<file path="src/rtl/ilpwm_pkg.sv">
package ilpwm_pkg;

    localparam int unsigned DEF_PERIOD = 1000;
    localparam int unsigned DEF_NUM_PH = 3;
    localparam int unsigned DEF_DUTY_W = 10;

    // Rounded start offset of phase idx within a period split nph ways
    function automatic int unsigned ph_offset(input int unsigned idx,
                                              input int unsigned period,
                                              input int unsigned nph);
        return (idx * period + nph / 2) / nph;
    endfunction

    function automatic int unsigned max_u(input int unsigned a, input int unsigned b);
        return (a > b) ? a : b;
    endfunction

    // Control bundle handed from the timebase to the rest of the block
    typedef struct packed {
        logic run;    // enabled and out of reset
        logic start;  // count is zero this cycle
        logic wrap;   // last count of the period this cycle
    } tb_ctl_t;

endpackage

</file>
<file path="src/rtl/ilpwm_timebase.sv">
module ilpwm_timebase
    import ilpwm_pkg::*;
#(
    parameter int unsigned PERIOD = DEF_PERIOD,
    parameter int unsigned CNT_W  = $clog2(PERIOD)
) (
    input  logic             clk_i,
    input  logic             rst_i,
    input  logic             run_i,
    output logic [CNT_W-1:0] cnt_o,
    output tb_ctl_t          ctl_o
);
    localparam logic [CNT_W-1:0] LAST = CNT_W'(PERIOD - 1);

    logic [CNT_W-1:0] cnt_q;

    always_ff @(posedge clk_i) begin
        if (rst_i || !run_i) begin
            cnt_q <= '0;
        end else if (cnt_q == LAST) begin
            cnt_q <= '0;
        end else begin
            cnt_q <= cnt_q + CNT_W'(1);
        end
    end

    always_comb begin
        ctl_o.run   = run_i;
        ctl_o.start = run_i && (cnt_q == '0);
        ctl_o.wrap  = run_i && (cnt_q == LAST);
    end

    assign cnt_o = cnt_q;


    cnt_bound_chk: assert property (@(posedge clk_i) disable iff (rst_i)
        cnt_q < CNT_W'(PERIOD));

    cnt_wrap_chk: assert property (@(posedge clk_i) disable iff (rst_i)
        (run_i && cnt_q == LAST) |=> (cnt_q == '0));

    cnt_clear_chk: assert property (@(posedge clk_i) disable iff (rst_i)
        !run_i |=> (cnt_q == '0));
endmodule

</file>
<file path="src/rtl/ilpwm_duty_hold.sv">
module ilpwm_duty_hold
    import ilpwm_pkg::*;
#(
    parameter int unsigned PERIOD = DEF_PERIOD,
    parameter int unsigned DUTY_W = DEF_DUTY_W,
    parameter int unsigned CMP_W  = 11
) (
    input  logic              clk_i,
    input  logic              rst_i,
    input  tb_ctl_t           ctl_i,
    input  logic [DUTY_W-1:0] duty_i,
    input  logic              vld_i,
    output logic [CMP_W-1:0]  act_o
);
    localparam logic [CMP_W-1:0] FULL = CMP_W'(PERIOD);

    logic [CMP_W-1:0] pend_q, act_q, sat, pend_nxt;
    logic             load;

    always_comb begin
        sat      = (CMP_W'(duty_i) > FULL) ? FULL : CMP_W'(duty_i);
        pend_nxt = vld_i ? sat : pend_q;
        // idle or the last count: the next cycle begins a fresh period
        load     = !ctl_i.run || ctl_i.wrap;
    end

    always_ff @(posedge clk_i) begin
        if (rst_i) begin
            pend_q <= '0;
            act_q  <= '0;
        end else begin
            pend_q <= pend_nxt;
            if (load) begin
                act_q <= pend_nxt;
            end
        end
    end

    assign act_o = act_q;


    act_cap_chk: assert property (@(posedge clk_i) disable iff (rst_i)
        act_q <= FULL);

    act_hold_chk: assert property (@(posedge clk_i) disable iff (rst_i)
        (ctl_i.run && !ctl_i.wrap) |=> $stable(act_q));
endmodule

</file>
<file path="src/rtl/ilpwm_phase.sv">
module ilpwm_phase
    import ilpwm_pkg::*;
#(
    parameter int unsigned PERIOD = DEF_PERIOD,
    parameter int unsigned CNT_W  = 10,
    parameter int unsigned CMP_W  = 11,
    parameter int unsigned OFFSET = 0
) (
    input  logic             clk_i,
    input  logic             rst_i,
    input  logic             run_i,
    input  logic [CNT_W-1:0] cnt_i,
    input  logic [CMP_W-1:0] duty_i,
    output logic             gate_o
);
    logic [CNT_W-1:0] rel;

    // position inside this phase's own window, wrapped modulo the period
    always_comb begin
        if (cnt_i >= CNT_W'(OFFSET)) begin
            rel = cnt_i - CNT_W'(OFFSET);
        end else begin
            rel = cnt_i + CNT_W'(PERIOD - OFFSET);
        end
        gate_o = run_i && (CMP_W'(rel) < duty_i);
    end


    zero_low_chk: assert property (@(posedge clk_i) disable iff (rst_i)
        (duty_i == '0) |-> !gate_o);

    full_on_chk: assert property (@(posedge clk_i) disable iff (rst_i)
        (run_i && duty_i == CMP_W'(PERIOD)) |-> gate_o);

    idle_low_chk: assert property (@(posedge clk_i) disable iff (rst_i)
        !run_i |-> !gate_o);
endmodule

</file>
<file path="src/rtl/ilpwm_interleave.sv">
module ilpwm_interleave
    import ilpwm_pkg::*;
#(
    parameter int unsigned PERIOD = DEF_PERIOD,
    parameter int unsigned NUM_PH = DEF_NUM_PH,
    parameter int unsigned DUTY_W = DEF_DUTY_W
) (
    input  logic              clk_i,
    input  logic              rst_i,
    input  logic              en_i,
    input  logic [DUTY_W-1:0] duty_i,
    input  logic              duty_vld_i,
    output logic [NUM_PH-1:0] gate_o,
    output logic              period_start_o
);
    localparam int unsigned CNT_W = $clog2(PERIOD);
    localparam int unsigned CMP_W = max_u(CNT_W, max_u(DUTY_W, $clog2(PERIOD + 1))) + 1;

    logic             run;
    logic [CNT_W-1:0] cnt;
    logic [CMP_W-1:0] act;
    tb_ctl_t          ctl;

    assign run = en_i && !rst_i;

    ilpwm_timebase #(.PERIOD(PERIOD), .CNT_W(CNT_W)) u_tb (
        .clk_i (clk_i),
        .rst_i (rst_i),
        .run_i (run),
        .cnt_o (cnt),
        .ctl_o (ctl)
    );

    ilpwm_duty_hold #(.PERIOD(PERIOD), .DUTY_W(DUTY_W), .CMP_W(CMP_W)) u_duty (
        .clk_i  (clk_i),
        .rst_i  (rst_i),
        .ctl_i  (ctl),
        .duty_i (duty_i),
        .vld_i  (duty_vld_i),
        .act_o  (act)
    );

    for (genvar k = 0; k < NUM_PH; k++) begin : g_ph
        ilpwm_phase #(
            .PERIOD (PERIOD),
            .CNT_W  (CNT_W),
            .CMP_W  (CMP_W),
            .OFFSET (ph_offset(k, PERIOD, NUM_PH))
        ) u_ph (
            .clk_i  (clk_i),
            .rst_i  (rst_i),
            .run_i  (ctl.run),
            .cnt_i  (cnt),
            .duty_i (act),
            .gate_o (gate_o[k])
        );
    end

    assign period_start_o = ctl.start;


    start_single_chk: assert property (@(posedge clk_i) disable iff (rst_i)
        period_start_o |=> !period_start_o);

    start_idle_chk: assert property (@(posedge clk_i) disable iff (rst_i)
        !en_i |-> !period_start_o);
endmodule

</file>
<file path="config.mk">
export PLATFORM = sky130hd
export DESIGN_NAME = ilpwm_interleave
export DESIGN_NICKNAME = d
export VERILOG_FILES = /design/src/rtl/ilpwm_pkg.sv /design/src/rtl/ilpwm_timebase.sv /design/src/rtl/ilpwm_duty_hold.sv /design/src/rtl/ilpwm_phase.sv /design/src/rtl/ilpwm_interleave.sv
export SDC_FILE = /design/constraint.sdc
export NUM_CORES = 1
export LEC_CHECK = 0
export BUFFER_PORTS_ARGS = -buffer_cell sky130_fd_sc_hd__buf_2
export CAP_MARGIN = 20
export CORE_MARGIN = 1.5
export CORE_UTILIZATION = 65
export CTS_CLUSTER_SIZE = 25
export DETAILED_ROUTE_END_ITERATION = 8
export PLACE_DENSITY_LB_ADDON = 0.3
export SLEW_MARGIN = 20
export SYNTH_ARGS = -nofsm -noshare
export SYNTH_HDL_FRONTEND = slang
export SYNTH_SLANG_ARGS = --single-unit
export TNS_END_PERCENT = 5
</file>
<file path="constraint.sdc">
create_clock -name clk_i -period 9.5 [get_ports clk_i]
set_input_delay 1.425 -clock clk_i [delete_from_list [all_inputs] [get_ports clk_i]]
set_output_delay 1.425 -clock clk_i [all_outputs]
set_load 0.1 [all_outputs]
</file>
**Word level (Yosys, flattened, before mapping)**

Index checks and enable logic that the tools add are counted.

- Input port bits: 14
- Register bits after elaboration: 32
- Output and inout bits: 4

- Reduce and logical (&&, ||, !) cells: 12
- Add/sub/neg operators: 6
- Equal/unequal tests: 1
- Mux-type cells: 5
- Order comparisons: 7

Operator list:

| cell | number |
|---|---|
| $mux 10 | 4 |
| $lt 10x11->1 | 3 |
| $add 10x10->10 const B | 2 |
| $mux 11 | 1 |
| $add 10x1->10 const B | 1 |
| $add 10x9->10 const B | 1 |
| $eq 10x10->1 const B | 1 |
| $ge 10x1->1 const B | 1 |
| $ge 10x10->1 const B | 1 |
| $ge 10x9->1 const B | 1 |
| $gt 10x10->1 const B | 1 |
| $logic_not 10->1 | 1 |
| $sub 10x10->10 const B | 1 |
| $sub 10x9->10 const B | 1 |
| $logic_and 1x1->1 | 6 |
| $logic_not 1->1 | 2 |
| $logic_or 1x1->1 | 2 |
| $reduce_or 2->1 | 1 |

**Logic depth before layout (Yosys ltp)**

Gate-level depths: netlist of run 1.

- Depth in word-level cells: 5
- Mapped depth: 16

**By module**

From an unflattened synthesis of run 1, not the netlist that was laid out.

- Cells, all modules: 339
- Area total of the unflattened synthesis: 2,752.6 µm²

By module, submodules not included:

| module | cells each | area an instance (µm²) | times used |
|---|---|---|---|
| ilpwm_duty_hold | 83 | 843.3 | 1 |
| ilpwm_phase at g_ph[1].u_ph | 88 | 600.6 | 1 |
| ilpwm_phase at g_ph[2].u_ph | 74 | 550.5 | 1 |
| ilpwm_timebase | 61 | 500.5 | 1 |
| ilpwm_phase at g_ph[0].u_ph | 32 | 244.0 | 1 |
| ilpwm_interleave | 1 | 13.8 | 1 |

**Least setup slack after synthesis of run 1**

OpenSTA, ideal clock, no wires.

- Kind: in2out
- Start: input port rst_i
- End: output port period_start_o
- Setup slack: 3,015 ps
- Arrival: 5,060 ps
- Stages: 4
- Path buffers: 1
- Path through: buf_2 > nor2b_1 > nand4_1 > nor4b_1

- Word-level cells in the longest chain between the ends: 3

Ends and longest elaborated chain:

| element | line | RTL |
|---|---|---|
| start: declaration | ilpwm_interleave.sv:9 | `input logic rst_i,` |
| $logic_not 1->1 | ilpwm_interleave.sv:24 | `assign run = en_i && !rst_i;` |
| $logic_and 1x1->1 | ilpwm_interleave.sv:24 |  |
| $logic_and 1x1->1 | ilpwm_timebase.sv:29 | `ctl_o.start = run_i && (cnt_q == '0);` |
| end: declaration | ilpwm_interleave.sv:14 | `output logic period_start_o` |

No other way between the ends.

**Final worst setup path of run 1**

- Start: register u_tb.cnt_q[0] (netlist: u_tb.cnt_o[0])
- End: output port gate_o[1]

- Word-level cells in the longest chain between the ends: 4
- Elaborated cells between the ends (all ways): 6

Ends and longest elaborated chain:

| element | line | RTL |
|---|---|---|
| start: declaration | ilpwm_timebase.sv:15 | `logic [CNT_W-1:0] cnt_q;` |
| start signal: assignment | ilpwm_timebase.sv:23 | `cnt_q <= cnt_q + CNT_W'(1);` |
| $add 10x10->10 (tied with other cells) | ilpwm_phase.sv:23 | `rel = cnt_i + CNT_W'(PERIOD - OFFSET);` |
| $mux 10 (*) | ilpwm_phase.sv:20 | `if (cnt_i >= CNT_W'(OFFSET)) begin` |
| $lt 10x11->1 (*) | ilpwm_phase.sv:25 | `gate_o = run_i && (CMP_W'(rel) < duty_i);` |
| $logic_and 1x1->1 (*) | ilpwm_phase.sv:25 |  |
| end: declaration | ilpwm_interleave.sv:13 | `output logic [NUM_PH-1:0] gate_o,` |

Every way passes the cells marked *; elsewhere a longest branch is shown, timed or not.

==> results of run 1 <==
## critical path: cells and delay by family (launching register included)
family,cells,cell delay (ns)
xor gates and xnor gates,1,0.19
and+or+nand+nor,4,0.75
adders and majority gates,2,0.56
muxes,1,0.27
DFF,1,0.50
buffers and inverters,2,0.54
AOI/OAI and AO/OA,4,0.76
## where the power goes
part	switching, mW	internal [mW]	total (mW)	leakage, nW
logic	0.0333	0.0184	0.0517	0.822
clock network	0.0538	0.0776	0.131	0.0541
registers	0.00314	0.140	0.143	0.262
total	0.0903	0.236	0.326	1.14
## registers in the layout, indices dropped and copies added, names as in the netlist
| signal | count |
|---|---|
| u_duty.act_o | 11 |
| u_duty.pend_q | 11 |
| u_tb.cnt_o | 10 |
## per-layer routing
metal  global-route usage  wire length, µm  up-vias
met2                0.448             2470       57
met4               0.0365               29        0
met3               0.0377              327        4
met5                    0                0        -
li1                     -                -     1078
met1                0.381             2540      952
## final cells by class
class                           instances  area (µm²)
Clock buffer                            5        68.8
Clock inverter                          3        42.5
Fill cell                             301        1070
Inverter                               19        73.8
Multi-Input combinational cell        233        1670
Sequential cell                        32         641
Tap cell                               48        60.1
Timing Repair Buffer                   18        92.6
## cell families (layout without fill, tap and decap cells)
family,Yosys count,count (layout)
and+or+nand+nor,99,99
AOI/OAI and AO/OA,68,68
buffers and inverters,40,45
adders and majority gates,32,32
DFF,32,32
xor gates and xnor gates,21,21
muxes,13,13
## path summary, 6_finish.rpt
check	slack, ns	depth (start not counted)	from	endpoint
worst max-delay path	4.25	14	u_tb.cnt_o[0]$_SDFF_PP0_	gate_o[1]
worst min-delay path	0.48	1	u_duty.pend_q[10]$_SDFF_PP0_	u_duty.pend_q[10]$_SDFF_PP0_
worst max register to register	7.03	5	u_tb.cnt_o[5]$_SDFF_PP0_	u_duty.act_o[1]$_SDFFE_PP0P_
worst min register to register	0.48	1	u_duty.pend_q[10]$_SDFF_PP0_	u_duty.pend_q[10]$_SDFF_PP0_
## synth_stat cells, types with 8 or more instances
| cell type | n |
|---|---|
| nor2_1 | 34 |
| xnor2_1 | 13 |
| mux2i_1 | 11 |
| dfxtp_1 | 32 |
| a21oi_1 | 26 |
| o21ai_0 | 10 |
| nand3_1 | 9 |
| nand2_1 | 18 |
| inv_1 | 18 |
| xor2_1 | 8 |
| ha_1 | 31 |
==> reports/qor.csv, run 1 <==
metric;value;unit
vias per cell;5.84;
synth warn;0;
post-synthesis sequential area ratio;0.252;
synth top area cells;dfxtp_1 25%, ha_1 15%, a21oi_1 5.1%;
proportion of synthesized area in mux cells;0.0522;
# resized after CTS;0;
class of the worst hold path;register to register;
Area Growth Syn to Fin;4.14;%
Final Cycle Share;0.553;
initial detailed-routing violation count;132;
Final min period;5.25;ns
Post-Synth Adder-Cell Area;0.157;
Post-Route WL;5360;µm
largest net degree at the start of global routing;20;
Cells after DPL;350;
RSZ-0062 raised after global routing;false;
GRT overflow;0;
Die Span Y;65.5;µm
CP Launch Type;register;
most common flop cell mapped by yosys;dfxtp_1;
Num CTS Buffers;5;
Final WS setup;4.25;ns
Power Total;0.326;mW
WL per Instance;15.0;µm
CTS tree;built;
vias in the first global route;1924;
insertion delay to the later sink of the worst-skew pair;0.28;ns
FP Rows;22;
FMAX;0.190;GHz
Finished Cell Area;2650;µm²
Fin Hold WS;0.478;ns
CP max stage delay;0.50;ns
Clock Skews;0.00862;ns
Post-synth ARST share;0;
Port Buffer Count;17;
Total GRT Usage;0.270;
endpoints failing setup;0;
Avg Cell Area, Syn;8.33;µm²
first-pass GRT wire length;9070;µm
DP Worst Slack;4.61;ns
hold buffer count at CTS;0;
largest family of logic cells by synthesized area;simple AND/OR/NAND/NOR gates;
Worst Path Arrival;3.83;ns
core area;3720;µm²
final hold vios;0;
post-layout util;0.712;
n_diodes;0;
I/O pin cnt;18;
P per Cell Area;123;nW/µm²
Final HPWL DP;4040;µm
Post-Layout Cell Count;358;
Setup Total Neg Slack;0;ns
actual slew at the worst max-slew pin;0.854;ns
number of synthesized flops with an enable pin;0;
Routed Antenna Nets;0;
root buf cell;clkbuf_8;
top cell type's share of synthesized area;0.252;
Initial Util;0.684;
Worst-path clk slew;0.07;ns
post-CTS setup buffers;0;
syn nets;350;
Synth area leader;dfxtp_1;
H-tree depth;2;
kind of critical path;register to output port;
LEAKAGE;1.14;nW
commonest non-fill, non-tap cells in the layout;34 x nor2_1, 32 x dfxtp_1, 31 x ha_1, 26 x a21oi_1;
Max rail drop VDD;0.0000971;V
CTS max path bufs;2;
cells after synthesis;305;
max-slew violations;0;
slowest stage cell, crit path;dfxtp_1;
CTS sink count;32;
via count;2091;
dpl cell area;2530;µm²
final net count;354;
synthesized area;2540;µm²
simple-gate area share of the yosys netlist;0.195;
CP Capture Type;output port;
Critical Path RT;8.08;ns
commonest non-fill, non-tap cell in the layout;nor2_1;
TritonRoute pass-1 iters;4;
Critical Path Fanout Max;10;
share of layout cells above drive strength 1;0.126;
relative slew slack;0.430;
Max Cap Viol;0;
Netlist cell types;51;
register bit total from synthesis;32;
Die Width;65.5;µm
Residual DRC;0;
Top cell by count, worst path;ha_1;
routability cong.;0.965;
Compound-Gate Fraction of Synth Area;0.178;
status;finished clean;
crit-path cells;inv_1, ha_1, nor2b_1, o21ai_1, and2_1, mux2i_1, xor2_1, ha_1, and3_1, nand4_1, a21oi_1, a2111oi_0, o311a_1, buf_2;
die area;4290;µm²
initial antenna violation count;0;
Synth Area in XOR/XNOR;0.0724;
Power figures use the tool's default switching activity.
==> run 2: changes to the inputs <==
CORE_UTILIZATION = 61   (was 65)
clock period = 5.45 ns   (was 9.5 ns; I/O delays follow)
==> reports/qor.csv, run 2 (synthesized netlist as in run 1, its figures left out) <==
metric;value;unit;change
status;finished clean;;
DP Worst Slack;1.12;ns;-3.49 ns
first-pass GRT wire length;8360;µm;-7.8%
post-CTS setup buffers;0;;unchanged
WL per Instance;14.2;µm;-5.3%
WL met3;394;µm;+20%
Max Cap Viol;0;;unchanged
Residual DRC;0;;unchanged
largest net degree at the start of global routing;30;;+50%
# resized after CTS;0;;unchanged
Num CTS Buffers;5;;unchanged
hold buffer count at CTS;0;;unchanged
Final HPWL DP;3920;µm;-3.1%
CP Launch Type;register;;
insertion delay to the later sink of the worst-skew pair;0.29;ns;about the same
RSZ-0062 raised after global routing;false;;
Post-Route WL;5130;µm;-4.3%
CP Capture Type;output port;;
routability cong.;0.912;;-5.5%
initial detailed-routing violation count;109;;-17%
met2 wire len;2180;µm;-12%
Critical Path RT;4.63;ns;-3.45 ns
DR top layer;met4;;
dpl cell area;2550;µm²;+0.69%
Setup Total Neg Slack;0;ns;unchanged
H-tree depth;2;;unchanged
I/O pin cnt;18;;unchanged
Worst Path Arrival;3.85;ns;+0.02 ns
Critical Path Fanout Max;10;;unchanged
FP Rows;23;;+4.5%
Clock Skews;0.00608;ns;-0.00254 ns
relative slew slack;0.552;;+0.122
Finished Cell Area;2650;µm²;unchanged
commonest non-fill, non-tap cells in the layout;34 x nor2_1, 32 x dfxtp_1, 31 x ha_1, 26 x a21oi_1;;
commonest non-fill, non-tap cell in the layout;nor2_1;;
P per Cell Area;201;nW/µm²;+63%
via count;2105;;+0.67%
CTS max path bufs;2;;unchanged
final hold vios;0;;unchanged
max-slew violations;0;;unchanged
Max rail drop VDD;0.000143;V;+47%
Power Total;0.531;mW;+63%
M1 WL;2440;µm;-3.8%
share of layout cells above drive strength 1;0.128;;+0.00240
Routed Antenna Nets;0;;unchanged
kind of critical path;register to output port;;
actual slew at the worst max-slew pin;0.672;ns;-0.182 ns
Initial Util;0.635;;-0.0486
FMAX;0.214;GHz;
Die Span Y;67.5;µm;+3.1%
n_diodes;0;;unchanged
initial antenna violation count;0;;unchanged
Port Buffer Count;17;;unchanged
die area;4560;µm²;+6.3%
Final min period;4.67;ns;
Die Width;67.5;µm;+3.1%
Final Cycle Share;0.856;;
Area Growth Syn to Fin;4.14;%;unchanged
class of the worst hold path;register to register;;
endpoints failing setup;0;;unchanged
Worst-path clk slew;0.07;ns;about the same
root buf cell;clkbuf_8;;
GRT overflow;0;;unchanged
CTS sink count;32;;unchanged
TritonRoute pass-1 iters;5;;+1
core area;4000;µm²;+7.6%
post-layout util;0.662;;-0.0506
vias in the first global route;1850;;-3.8%
Total GRT Usage;0.249;;-0.0209
LEAKAGE;1.14;nW;+0.11%
CTS tree;built;;
vias per cell;5.81;;-0.44%
final net count;356;;+0.56%
Final WS setup;0.785;ns;-3.46 ns
==> run 2: cell types whose count changed in the layout (fill, tap and decap cells not counted), sizes merged <==
cell    before  now
buf         18   20
clkbuf       5    7
bufinv       1    0
clkinv       1    0
==> run 2: final timing paths <==
kind,from,end,slack [ns],cells past startpoint
max,u_tb.cnt_o[0]$_SDFF_PP0_,gate_o[1],0.78,14
min,u_duty.pend_q[10]$_SDFF_PP0_,u_duty.pend_q[10]$_SDFF_PP0_,0.48,1
max reg2reg,u_tb.cnt_o[7]$_SDFF_PP0_,u_duty.act_o[10]$_SDFFE_PP0P_,3.43,4
min reg2reg,u_duty.pend_q[10]$_SDFF_PP0_,u_duty.pend_q[10]$_SDFF_PP0_,0.48,1
==> run 2: per-layer routing <==
metal / track usage / vias to the layer above
met5: 0 / -
met1: 0.338 / 956
met3: 0.0683 / 10
li1: - / 1080
met4: 0.0995 / 0
met2: 0.371 / 59
==> run 2: stage by stage <==
step           instances  hold WS (ns)
4_1_cts              362         0.487
2_1_floorplan        305         0.449
3_3_place_gp         354         0.462
6_report             362         0.478
5_1_grt              362         0.503
3_5_place_dp         354         0.468
==> run 2: layout make-up <==
type                       count  area [µm²]
tap                           50        62.6
multi-input combinational    233        1670
fill                         359        1350
inverter                      19        73.8
timing repair buffer          20         108
clock inverter                 1        7.51
clock buffer                   7        86.3
sequential                    32         641
==> run 2: critical path, cell delays in order (launching register included) <==
cell,delay (ns)
dfxtp_1,0.50
inv_1,0.11
ha_1,0.28
nor2b_1,0.17
o21ai_1,0.12
and2_1,0.30
mux2i_1,0.29
xnor2_1,0.16
ha_1,0.26
and3_1,0.20
nand4_1,0.09
a21oi_1,0.05
a2111oi_0,0.41
o311a_1,0.20
buf_2,0.42
==> run 2: where the power goes <==
group	leakage [nW]	internal (mW)	switching [mW]
Clock	0.0445	0.103	0.0907
Combinational	0.833	0.0318	0.0563
Sequential	0.262	0.244	0.00535
Total	1.14	0.379	0.152
==> run 3: changes to the inputs <==
ABC_AREA = 1   (was default)
CORE_UTILIZATION = 62   (was 61)
==> reports/qor.csv, run 3 <==
metric;value;unit;change
share of layout cells above drive strength 1;0.0922;;-0.0360
FP Rows;24;;+4.3%
n_diodes;0;;unchanged
die area;5080;µm²;+11%
Synth area leader;dfxtp_1;;
CTS max path bufs;2;;unchanged
vias per cell;5.41;;-6.9%
FMAX;0.246;GHz;+15%
Num CTS Buffers;5;;unchanged
kind of critical path;register to output port;;
vias in the first global route;2659;;+44%
Initial Util;0.655;;+0.0198
RSZ-0062 raised after global routing;false;;
CP Launch Type;register;;
flop-to-flop setup slack;3.47;ns;+0.04 ns
CTS tree;built;;
Final min period;4.06;ns;-0.607 ns
CP max stage delay;0.49;ns;about the same
Clock Skews;0.00989;ns;+0.00381 ns
GRT overflow;0;;unchanged
most common flop cell mapped by yosys;dfxtp_1;;
switch share;0.289;;+0.00230
dpl cell area;2920;µm²;+14%
Int Pwr;0.391;mW;+3.2%
core area;4410;µm²;+10%
max-slew violations;0;;unchanged
crit-path cells;inv_1, ha_1, inv_1, nand3_2, nand3_1, nand2_1, nand3_2, nand2_1, nand2_1, inv_1, ha_1, a21o_1, a22oi_1, nand3_1, nor2_1, buf_2;;
Logic pwr share;0.182;;+0.016
Post-Route WL;6830;µm;+33%
Critical Path RT;4.63;ns;about the same
initial antenna violation count;0;;unchanged
LEAKAGE;1.71;nW;+50%
first-pass GRT wire length;12000;µm;+43%
# resized after CTS;0;;unchanged
CP Capture Type;output port;;
Area Growth Syn to Fin;4.20;%;about the same
Die Width;71.3;µm;+5.5%
hold buffer count at CTS;0;;unchanged
post-synthesis sequential area ratio;0.222;;-0.0305
count leader, synth;nand2_1;;
via count;2863;;+36%
Residual DRC;0;;unchanged
synth warn;0;;unchanged
initial detailed-routing violation count;233;;+110%
number of synthesized flops with an enable pin;0;;unchanged
Max rail drop VDD;0.000166;V;+16%
status;finished clean;;
Avg Cell Area, Syn;6.17;µm²;-26%
endpoints failing setup;0;;unchanged
commonest non-fill, non-tap cell in the layout;nand2_1;;
Final HPWL DP;5360;µm;+37%
root buf cell;clkbuf_8;;
synth top area cells;dfxtp_1 22%, nand2_1 21%, ha_1 13%;;
Net Sw Power;0.159;mW;+4.4%
Finished Cell Area;3010;µm²;+14%
TritonRoute pass-1 iters;4;;-1
CTS sink count;32;;unchanged
register bit total from synthesis;32;;unchanged
Worst Path Arrival;3.24;ns;-0.61 ns
P per Cell Area;183;nW/µm²;-9.1%
WL per Instance;12.9;µm;-8.9%
class of the worst hold path;register to register;;
syn nets;514;;+47%
Reg power frac;0.454;;-0.016
synthesized area;2890;µm²;+14%
I/O pin cnt;18;;unchanged
relative slew slack;0.595;;+0.0432
final hold vios;0;;unchanged
Top delay family on crit path;simple AND/OR/NAND/NOR gates;;
largest net degree at the start of global routing;30;;unchanged
Routed Antenna Nets;0;;unchanged
commonest non-fill, non-tap cells in the layout;158 x nand2_1, 55 x inv_1, 41 x nor2_1, 35 x nand3_1, 32 x dfxtp_1;;
CP Buf/Inv Count;4;;+2
post-CTS setup buffers;0;;unchanged
Max Cap Viol;0;;unchanged
Port Buffer Count;17;;unchanged
Worst-path clk slew;0.07;ns;about the same
Setup Total Neg Slack;0;ns;unchanged
Total GRT Usage;0.296;;+0.0467
Critical Path Fanout Max;10;;unchanged
synth cell count leaders;158 x nand2_1, 55 x inv_1, 41 x nor2_1;;
slowest stage cell, crit path;dfxtp_1;;
Final Cycle Share;0.745;;-0.111
H-tree depth;2;;unchanged
Die Span Y;71.3;µm;+5.5%
final net count;522;;+47%
fillcell total;410;;+14%
insertion delay to the later sink of the worst-skew pair;0.29;ns;about the same
cells after synthesis;469;;+54%
Post-synth ARST share;0;;unchanged
Clock power frac;0.364;;about the same
routability cong.;0.988;;+8.3%
top cell type's share of synthesized area;0.222;;-0.0305
actual slew at the worst max-slew pin;0.607;ns;-0.0647 ns
Netlist cell types;32;;-37%
## run 3: cell type report
| cell class | instances | area (µm²) | area share |
|---|---|---|---|
| Inverter | 65 | 246 | 0.0818 |
| Sequential cell | 32 | 641 | 0.213 |
| Tap cell | 52 | 65.1 | 0.0216 |
| Timing Repair Buffer | 17 | 85.1 | 0.0282 |
| Multi-Input combinational cell | 356 | 1880 | 0.624 |
| Clock buffer | 7 | 96.3 | 0.0320 |
## run 3: kinds of logic (layout without fill, tap and decap cells)
kind of cell               count (synthesis)  count (layout)  synth area share
xor gates and xnor gates                  12              12            0.0363
DFF                                       32              32             0.222
buffers and inverters                     81              89             0.129
adders and majority gates                 31              31             0.134
AOI/OAI and AO/OA                         53              53            0.0978
and+or+nand+nor                          260             260             0.382
## run 3: path summary, 6_finish.rpt
check,start,to,cells past startpoint
worst max register to register,u_tb.cnt_o[7]$_SDFF_PP0_,u_duty.act_o[0]$_SDFFE_PP0P_,7
worst max-delay path,u_tb.cnt_o[0]$_SDFF_PP0_,gate_o[1],16
worst min-delay path,u_duty.pend_q[10]$_SDFF_PP0_,u_duty.pend_q[10]$_SDFF_PP0_,2
worst min register to register,u_duty.pend_q[10]$_SDFF_PP0_,u_duty.pend_q[10]$_SDFF_PP0_,2
## run 3: power by group through the flow
stage	combinational, mW	sequential, mW	clock [mW]
after global placement	0.0957	0.254	0
after global routing	0.114	0.251	0.214
final	0.100	0.250	0.200
after detailed placement	0.0983	0.255	0
after floorplan	0.0776	0.253	0
after CTS	0.0994	0.250	0.204
## run 3: stage by stage
| stage | worst slack, ns | util | hold WS [ns] | instances | power (mW) |
|---|---|---|---|---|---|
| after global routing | 1.21 | 0.683 | 0.469 | 529 | 0.579 |
| after CTS | 1.42 | 0.683 | 0.444 | 529 | 0.553 |
| final | 1.39 | 0.683 | 0.448 | 529 | 0.550 |
| after global placement | 1.84 | 0.661 | 0.432 | 522 | 0.350 |
| after detailed placement | 1.77 | 0.661 | 0.433 | 522 | 0.353 |
| after floorplan | 0.585 | - | 0.416 | 469 | 0.331 |
## run 3: metal layers
layer | vias to the layer above | GRT usage | part of all wire
li1 | 1494 | - | -
met1 | 1267 | 0.375 | 0.45
met2 | 86 | 0.512 | 0.48
met3 | 16 | 0.0520 | 0.053
met4 | 0 | 0.0881 | 0.018
met5 | - | 0 | 0
## run 3: worst register-to-register path: stages, from the launching register on
cell,delay (ns)
dfxtp_1,0.71
nand2_2,0.18
nor2_2,0.16
nand3_2,0.14
nand2_2,0.42
nand3_1,0.14
nand2_1,0.08
inv_1,0.04
